File: config.mk
export PLATFORM = sky130hd
export DESIGN_NAME = inset_write_sched
export DESIGN_NICKNAME = d
export VERILOG_FILES = /design/src/rtl/inset_write_sched.sv
export SDC_FILE = /design/constraint.sdc
export NUM_CORES = 1
export LEC_CHECK = 0
export ABC_AREA = 1
export BUFFER_PORTS_ARGS = -buffer_cell sky130_fd_sc_hd__clkbuf_2
export CAP_MARGIN = 0
export CORE_MARGIN = 4
export CORE_UTILIZATION = 42
export CTS_BUF_LIST = sky130_fd_sc_hd__clkbuf_4 sky130_fd_sc_hd__clkbuf_8
export DETAILED_ROUTE_END_ITERATION = 6
export PLACE_DENSITY = 0.75
export SKIP_CTS_REPAIR_TIMING = 1
export SYNTH_ARGS = -nofsm -noshare
export SYNTH_HDL_FRONTEND = slang
export SYNTH_SLANG_ARGS = --single-unit
File: constraint.sdc
create_clock -name clk -period 5.23 [get_ports clk]
set_input_delay 0.7845 -clock clk [delete_from_list [all_inputs] [get_ports clk]]
set_output_delay 0.7845 -clock clk [all_outputs]
set_load 0.02 [all_outputs]
File: src/rtl/inset_write_sched.sv
module inset_write_sched #(
  parameter int AW = 13,
  parameter int CODE_W = 4,
  parameter int PIC_W = 3,
  parameter int NSLOT_MAX = 6,
  parameter logic [AW-1:0] STRIDE = 13'd1024
) (
  input  logic              clk,
  input  logic              rst_n,
  input  logic              fld_start,
  input  logic [CODE_W-1:0] strobe_code,
  input  logic              multi_en,
  input  logic [PIC_W-1:0]  pic_code,
  input  logic [AW-1:0]     base_addr,
  input  logic              clear_req,
  input  logic              bg_fill,
  output logic              wr_en,
  output logic [AW-1:0]     wr_addr,
  output logic              fill_bg
);
  localparam int CNTW = CODE_W + 2;
  localparam logic [PIC_W-1:0] LAST_MAX = PIC_W'(NSLOT_MAX - 1);

  logic [CODE_W-1:0] code_q;
  logic              started;
  logic [CNTW-1:0]   cnt;
  logic [PIC_W-1:0]  slot;

  wire freeze  = &strobe_code;
  wire changed = !started || (strobe_code != code_q);
  wire restart = changed || clear_req;

  wire [CNTW-1:0] pos      = restart ? '0 : cnt;
  wire [CNTW-1:0] last_pos = (strobe_code == '0) ? '0 : {strobe_code, 2'b01};
  wire            hit      = !freeze && (pos == '0);

  wire [PIC_W-1:0] last_slot = (pic_code > LAST_MAX) ? LAST_MAX : pic_code;
  wire [PIC_W-1:0] cur_slot  = (restart || !multi_en || slot > last_slot) ? '0 : slot;
  wire [PIC_W-1:0] nxt_slot  = (hit && multi_en) ?
                               ((cur_slot == last_slot) ? '0 : cur_slot + 1'b1) : cur_slot;

  wire [AW-1:0] offs = AW'(cur_slot) * STRIDE;
  wire [AW-1:0] addr = base_addr + offs;

  always_ff @(posedge clk or negedge rst_n) begin
    if (!rst_n) begin
      code_q  <= '0;
      started <= 1'b0;
      cnt     <= '0;
      slot    <= '0;
      wr_en   <= 1'b0;
      wr_addr <= '0;
      fill_bg <= 1'b0;
    end else if (fld_start) begin
      code_q  <= strobe_code;
      started <= 1'b1;
      cnt     <= (freeze || pos == last_pos) ? '0 : pos + 1'b1;
      slot    <= nxt_slot;
      wr_en   <= hit || clear_req;
      wr_addr <= addr;
      fill_bg <= clear_req || (hit && bg_fill);
    end
  end

  AST_HOLD: assert property (@(posedge clk) disable iff (!rst_n)
    !fld_start |=> $stable(wr_en) && $stable(wr_addr) && $stable(fill_bg));
  AST_LIVE: assert property (@(posedge clk) disable iff (!rst_n)
    fld_start && strobe_code == '0 |=> wr_en);
  AST_FREEZE: assert property (@(posedge clk) disable iff (!rst_n)
    fld_start && (&strobe_code) && !clear_req |=> !wr_en);
  AST_RESTART: assert property (@(posedge clk) disable iff (!rst_n)
    fld_start && started && strobe_code != code_q |=> wr_en || $past(&strobe_code));
  AST_CLEAR: assert property (@(posedge clk) disable iff (!rst_n)
    fld_start && clear_req |=> wr_en && fill_bg);
  AST_FILL_ONLY_ON_STORE: assert property (@(posedge clk) disable iff (!rst_n)
    fill_bg |-> wr_en);
  AST_NORMAL_ADDR: assert property (@(posedge clk) disable iff (!rst_n)
    fld_start && !multi_en |=> wr_addr == $past(base_addr));
  AST_SLOT_RANGE: assert property (@(posedge clk) disable iff (!rst_n)
    slot <= LAST_MAX);
endmodule

# Word level (Yosys, flattened, before mapping)
# Cells that the tools add are included.
[classes]
addsub = 3
magnitude_cmp = 2
eq_ne = 3
muxes = 7
reduce_logical = 16
[op_table]
columns = ["op", "count"]
rows = [
  ["$mux 6", 3],
  ["$add 13x13->13", 1],
  ["$mux 3", 4],
  ["$logic_or 1x1->1", 7],
  ["$add 6x1->6 const B", 1],
  ["$eq 6x6->1", 1],
  ["$logic_not 6->1", 1],
  ["$logic_not 4->1", 1],
  ["$ne 4x4->1", 1],
  ["$reduce_and 4->1", 1],
  ["$add 3x1->3 const B", 1],
  ["$eq 3x3->1", 1],
  ["$gt 3x3->1", 1],
  ["$gt 3x3->1 const B", 1],
  ["$logic_and 1x1->1", 3],
  ["$logic_not 1->1", 3],
]
[totals]
regBits = 29
inputBits = 26
output_inout_bits = 15
wordCells = 38

# Depth between registers and ports, before layout
# Gate-level depths: netlist of the first run.
[logic_depth]
word_depth = 9
mapped_depth = 17
mapped_depth_nobuf = 17

# Least setup slack after synthesis of the first run
# OpenSTA, ideal clock, no wires.
[synth_path]
path_type = "input -> register"
start = "in pic_code[1]"
end = "reg wr_addr[12]"
setup_time_ns = 0.083
arrival_time_ns = 2.668
required_time_ns = 5.147
setup_slack_ns = 2.480
stages = 14
n_path_buf = 0
cell_sequence = "a21oi_1 > inv_1 > ha_1 > nand3_1 > nand2_1 > nand2_1 > nor2_4 > nand2_2 > inv_1 > ha_1 > fa_1 > xor2_1 > xor2_1 > o21ai_0"
[synth_between]
elab_chain_cells = 6
[synth_rtl]
columns = ["item", "line_no", "text"]
rows = [
  ["from (decl)", "13", "input logic [PIC_W-1:0] pic_code,"],
  ["$gt 3x3->1", "37", "wire [PIC_W-1:0] last_slot = (pic_code > LAST_MAX) ? LAST_MAX : pic_code;"],
  ["$mux 3 (*)", "37", ""],
  ["$gt 3x3->1 (*)", "38", "wire [PIC_W-1:0] cur_slot = (restart || !multi_en || slot > last_slot) ? '0 : slot;"],
  ["$logic_or 1x1->1 (*)", "38", ""],
  ["$mux 3 (*)", "38", ""],
  ["$add 13x13->13 (*)", "43", "wire [AW-1:0] addr = base_addr + offs;"],
  ["to (signal assigned)", "60", "wr_addr <= addr;"],
  ["to (decl)", "18", "output logic [AW-1:0] wr_addr,"],
]
# Mark *: on every way between the ends. The rest lies on a longest branch, timed or not.
# A chain may end at the register's enable or synchronous reset.

# Final worst setup path of the first run
# Ends and elaborated chain as after synthesis.

==> impl_results.md, run 1 <==
- Relative slew slack: 0.496
- Seq/Total Area, Yosys: 0.395
- Mapped cell area: 0.00184 mm^2
- CP endpoint kind: flip-flop
- Crit path DAT: 2.91 ns
- Netlist cell types: 23
- TNS Setup: 0 ns
- Worst-path clk slew: 0.07 ns
- Post-Route Skew: 0.00652 ns
- Type of the worst min-delay path: reg -> reg
- CTS Buffer Depth: 2
- Gr usage total: 0.160
- Core Footprint: 0.00412 mm^2
- Final Hold Vio Count: 0
- Beginning of the worst hold path: wr_addr[9]
- Net Count, Synth: 285
- First-pass GRT wire length: 6.82 mm
- Io pins: 41
- Post-synth EDFFs: 0
- Post-route cell area: 0.00219 mm^2
- Tmin final: 2.78 ns
- RSZ-0062 raised after global routing: false
- Gpl congestion: 0.885
- Layout cells sized above 1: 0.245
- CTS root buf: clkbuf_8
- Finished Core Util: 0.533
- Starting Density: 0.446
- First DRT Iteration DRCs: 73
- Hold path depth: 2
- Leakage: 0.00126 uW
- Num CTS Buffers: 5
- Via count: 1695
- Final Net Count: 327
- Initial antenna violation count: 0
- DR pass1 iterations: 4
- Worst-path maximum fanout: 4
- # DRC: 0
- Filler cells: 396
- PortBufs: 40
- DP Cell Count: 336
- Layout Cells excl Fill: 344
- Post-DRT Antenna Nets: 0
- Chip width: 74.1 um
- # Max-Cap Violations: 0
- FF+latch count, synth: 29
- # clock sinks: 29
- Slew Limit Fails: 0
- Dpl hpwl: 2.98 mm
- Register-to-Register Path Depth: 13
- Mapped Avg Cell Area: 7.31 um^2
- Crit path launch type: primary input
- Worst reg2reg path startpoint: slot[2]
- Most common cell in the netlist: nand2_1
- Yosys warns: 0
- Async S/R FF share, synth: 1.00
- Pwr/cell area: 268 mW/mm^2
- Via/cell ratio: 4.93
- Htree depth: 2
- FF-to-FF setup slack: 2.79 ns
- Post-synth top area share: 0.395
- Period utilization: 0.531
- Max Clock Freq: 360 MHz
- Area leader, netlist: dfrtp_1
- TritonCTS clock tree: done
- WHS: 0.473 ns
- Top_reg_cell synth: dfrtp_1
- Mean routed wirelength per cell: 11.5 um
- Top post-synthesis cells by area: dfrtp_1, nand2_1, inv_1
- CP Class: in -> reg
- Tightest Pin Transition: 0.756 ns
- Area Growth Syn to Fin: 19.6%
- Largest net degree at the start of global routing: 30
- Die ar.: 0.00549 mm^2
- Status: completed
- Hold Path End: wr_addr[9]
- Synth cell count leaders: nand2_1, dfrtp_1, inv_1
- Skew-Pair Late Insertion Delay: 0.29 ns
- Height of the chip: 74.1 um
- CP Data Required Time: 5.36 ns
- Drt total wl: 3.97 mm
- Syn Inst Count: 251
- VDD IR-drop max: 0.189 mV
- Final setup viols: 0
- RR Endpoint: wr_addr[12]
- Cell area after placement: 0.00208 mm^2
- Grt ovf: 0
- # rows: 23
- N_diodes: 0
- Vias in the first global route: 1570
==> layer usage <==
layer	vias to the layer above	track usage	wire length [um]
li1	857	-	-
met1	772	0.217	1880
met2	61	0.246	1750
met3	5	0.0486	279
met4	0	0.0483	53
met5	-	0	0
==> layout by cell type, fill, tap and decap left out, drive strengths merged <==
| cell | count |
|---|---|
| dfrtp | 29 |
| fa | 1 |
| ha | 7 |
| nand4 | 4 |
| clkbuf | 45 |
| o31ai | 1 |
| xnor2 | 3 |
| o21ai | 6 |
| nor2 | 24 |
| bufinv | 1 |
| or2 | 1 |
| a21oi | 8 |
| xor2 | 5 |
| nand2 | 104 |
| clkinv | 2 |
| clkinvlp | 1 |
| inv | 30 |
| nand3 | 22 |
==> flip-flops by register name, indices dropped and copies added (netlist names) <==
name / flops
wr_addr: 13
cnt: 6
code_q: 4
slot: 3
fill_bg: 1
started: 1
wr_en: 1
==> critical path, stage by stage <==
cell and delay (ns):
clkbuf_2 0.09, a21oi_1 0.18, inv_1 0.09, ha_1 0.27, nand3_1 0.11, nand2_1 0.07
nand2_1 0.09, nor2_4 0.06, nand2_2 0.07, inv_1 0.07, ha_1 0.19, fa_1 0.38
xor2_1 0.20, xor2_1 0.16, o21ai_0 0.09
==> worst max path at each step <==
stage | from | end | slack (ns) | depth (start not counted)
detailed placement | pic_code[1] | wr_addr[12] | 2.17 | 15
floorplan | pic_code[1] | wr_addr[12] | 2.48 | 14
global route | pic_code[1] | wr_addr[12] | 2.24 | 17
global placement | pic_code[1] | wr_addr[12] | 2.27 | 15
finish | pic_code[1] | wr_addr[12] | 2.45 | 15
CTS | pic_code[1] | wr_addr[12] | 2.45 | 15
==> power breakdown <==
| group | total (uW) | internal (uW) | leakage, uW | switching, uW |
|---|---|---|---|---|
| registers | 250 | 240 | 0.000355 | 10.2 |
| clock network | 236 | 142 | 0.0000543 | 93.2 |
| logic | 102 | 34.7 | 0.000853 | 67.3 |
==> cells by family after synthesis <==
logic type,share of synthesized area
AND/OR/NAND/NOR,0.392
buffers and inverters,0.0736
flip-flops,0.395
AO/OA/AOI/OAI,0.0423
XOR/XNOR,0.0382
adder cells (fa/ha/maj),0.0586
==> cell type report <==
type	instances	area [um^2]	share of cell area
multi-input combinational	186	975	0.444
sequential	29	726	0.331
inverter	31	116	0.0530
clock inverter	3	46.3	0.0211
clock buffer	5	68.8	0.0314
timing repair buffer	40	200	0.0912
tap	50	62.6	0.0285
==> through the flow <==
| stage | setup slack, ns | total power [uW] |
|---|---|---|
| finish | 2.45 | 587 |
| detailed placement | 2.17 | 357 |
| CTS | 2.45 | 597 |
| floorplan | 2.48 | 318 |
| global route | 2.24 | 618 |
| global placement | 2.27 | 355 |
Power figures use the tool's default switching activity.
==> run 2, diff against run 1 <==
- ABC_AREA: 1 -> 0
- PLACE_DENSITY: 0.75 -> 0.78
- clock period: 5.23 -> 2.4 ns (I/O delays scaled with it)
==> run 2 against run 1 <==
Effect of this change:
- the run now ends with setup timing left
- non-clock buffer count rose by 18
- count of clock-buffer cells in the layout did not move
- final area rose by 4.5%
- final cell count fell by 19%
- core utilization rose by 4.0 points
- worst setup slack got worse by 2.5 ns
- combinational power rose to 2.5 times the previous value
- flip-flop and latch count did not move
- first-iteration DRC count fell by 48%
- critical endpoint unchanged
- largest power group unchanged
==> impl_results.md, run 2 <==
- Status: complete, but fails checks
- Drt total wl: 3.81 mm
- Multi-input gate area: 0.00104 mm^2
- Post-synth top area share: 0.415
- TritonCTS clock tree: done
- FF/Latch Area: 726 um^2
- Commonest cells after routing, fill and taps aside: clkbuf_2, dfrtp_1, buf_4
- Period utilization: 1.00
- Dpl hpwl: 2.87 mm
- Net Count, Synth: 199
- Biggest register: wr_addr
- Area leader, netlist: dfrtp_1
- CP endpoint kind: flip-flop
- Starting Density: 0.437
- Top post-synthesis cells by area: dfrtp_1, mux2_2, ha_1
- Worst reg2reg path startpoint: slot[1]
- RR Endpoint: wr_addr[12]
- # clock sinks: 29
- Area Growth Syn to Fin: 31.3%
- Vias in the first global route: 1470
- Yosys warns: 0
- FF-to-FF setup slack: -0.002 ns
- Final setup viols: 1
- N_diodes: 0
- Mean routed wirelength per cell: 13.8 um
- Gr usage total: 0.158
- Die ar.: 0.00525 mm^2
- Io pins: 41
- Failing checks: setup timing
- Mapped Avg Cell Area: 10.6 um^2
- CP Data Required Time: 2.57 ns
- DR pass1 iterations: 4
- Async S/R FF share, synth: 1.00
- Most common cell after layout, fill and taps aside: clkbuf_2
- Height of the chip: 72.5 um
- VDD IR-drop max: 0.340 mV
- # rows: 23
- Total Power: 1200 uW
- Top_reg_cell synth: dfrtp_1
- # DRC: 0
- Tightest Pin Transition: 0.747 ns
- Crit path DAT: 2.57 ns
- Skew-Pair Late Insertion Delay: 0.28 ns
- FF+latch count, synth: 29
- Grt ovf: 0
- Final Hold Vio Count: 0
- Filler cells: 326
- CP Class: reg -> reg
- Final worst setup slack: -0.00229 ns
- Via/cell ratio: 5.19
- RSZ-0062 raised after global routing: true
- CTS root buf: clkbuf_8
- Core Footprint: 0.00400 mm^2
- Initial antenna violation count: 0
- CTS Buffer Depth: 2
- PortBufs: 40
- Largest net degree at the start of global routing: 30
- Pwr/cell area: 524 mW/mm^2
- # Max-Cap Violations: 0
- Layout cells sized above 1: 0.471
- Synth cell count leaders: dfrtp_1, nand2_1, mux2_2
- Post-DRT Antenna Nets: 0
- Register-to-Register Path Depth: 10
- Via count: 1437
- Slew Limit Fails: 0
- Worst-path clk slew: 0.07 ns
- Worst-path maximum fanout: 2
- Post-Route Skew: 0.00154 ns
- First-pass GRT wire length: 6.56 mm
- Leakage: 0.00107 uW
- Relative slew slack: 0.502
- Max FFs per register: 13
- Syn Inst Count: 165
- Seq/Total Area, Yosys: 0.415
- Mapped cell area: 0.00175 mm^2
- First DRT Iteration DRCs: 38
- Most common cell in the netlist: dfrtp_1
- Num CTS Buffers: 5
- Post-synth EDFFs: 0
- Final Net Count: 260
- Max Clock Freq: 416 MHz
- DP Cell Count: 268
- Biggest regs: wr_addr x13, cnt x6, code_q x4
- Type of the worst min-delay path: in -> async
- Gpl congestion: 0.805
- Tmin final: 2.40 ns
- Crit path launch type: flip-flop
- Htree depth: 2
- Layout Cells excl Fill: 277
- Chip width: 72.5 um
- Netlist cell types: 44
[run 2: changes by cell type in the layout (fill, tap and decap cells not counted), moves of 4 or more]
cell     previous run  this run
nand2_2             7         1
nor2_1             13         7
buf_4               0        18
nand2_1            97        16
nand3_1            20         5
mux2_2              0        14
nor2_2              4         0
inv_1              27         8
nor2_4              7         1
[run 2: logic make-up (layout without fill, tap and decap cells)]
family,after synthesis,count (layout),synth area share
AO/OA/AOI/OAI,32,32,0.148
XOR/XNOR,11,11,0.0552
adder cells (fa/ha/maj),8,8,0.0616
buffers and inverters,13,75,0.0279
flip-flops,29,29,0.415
multiplexers,17,17,0.111
AND/OR/NAND/NOR,55,55,0.181
[run 2: power by group]
group	leakage, uW	switching [uW]	internal [uW]
combinational	0.000680	144	116
sequential	0.000348	20.8	524
clock	0.0000439	197	200
total	0.00107	362	839
[run 2: worst max path at each step]
stage	start	to	slack, ns	cells past startpoint
finish	slot[1]	wr_addr[12]	-0.002	10
global route	slot[1]	wr_addr[12]	-0.09	10
CTS	slot[1]	wr_addr[12]	-0.03	11
detailed placement	pic_code[2]	wr_addr[12]	-0.26	14
global placement	pic_code[2]	wr_addr[12]	-0.17	14
floorplan	code_q[3]	wr_addr[12]	-0.02	10
[run 2: layout make-up]
type / instances / area share
clock buffer: 5 / 0.0300
clock inverter: 3 / 0.00764
inverter: 9 / 0.0169
multi-input combinational: 123 / 0.456
sequential: 29 / 0.316
tap: 50 / 0.0273
timing repair buffer: 58 / 0.146
[run 2: worst max-delay path: stages (launching register included)]
cell	delay [ns]
dfrtp_1	0.41
ha_4	0.28
nor2b_4	0.12
o21a_1	0.12
o21ai_2	0.08
and3_4	0.18
and2_4	0.14
fa_2	0.38
xor2_2	0.19
xnor2_1	0.13
mux2_4	0.25
[run 2: metrics by stage]
stage	TNS, ns	hold WS (ns)	utilization	instance area [um^2]	setup WS, ns
final	-0.00229	0.132	0.573	2290	-0.00229
after global routing	-0.0861	0.182	0.573	2290	-0.0861
after CTS	-0.0334	0.157	0.565	2260	-0.0334
after detailed placement	-0.446	0.464	0.544	2170	-0.264
after global placement	-0.293	0.458	0.544	2170	-0.168
after floorplan	-0.0223	0.0644	-	1800	-0.0223
[run 2: metal layers]
| layer | vias to the layer above | share of wire | global-route usage |
|---|---|---|---|
| li1 | 713 | - | - |
| met1 | 686 | 0.43 | 0.198 |
| met3 | 7 | 0.040 | 0.0485 |
| met2 | 31 | 0.51 | 0.266 |
| met5 | - | 0 | 0 |
| met4 | 0 | 0.012 | 0.0369 |
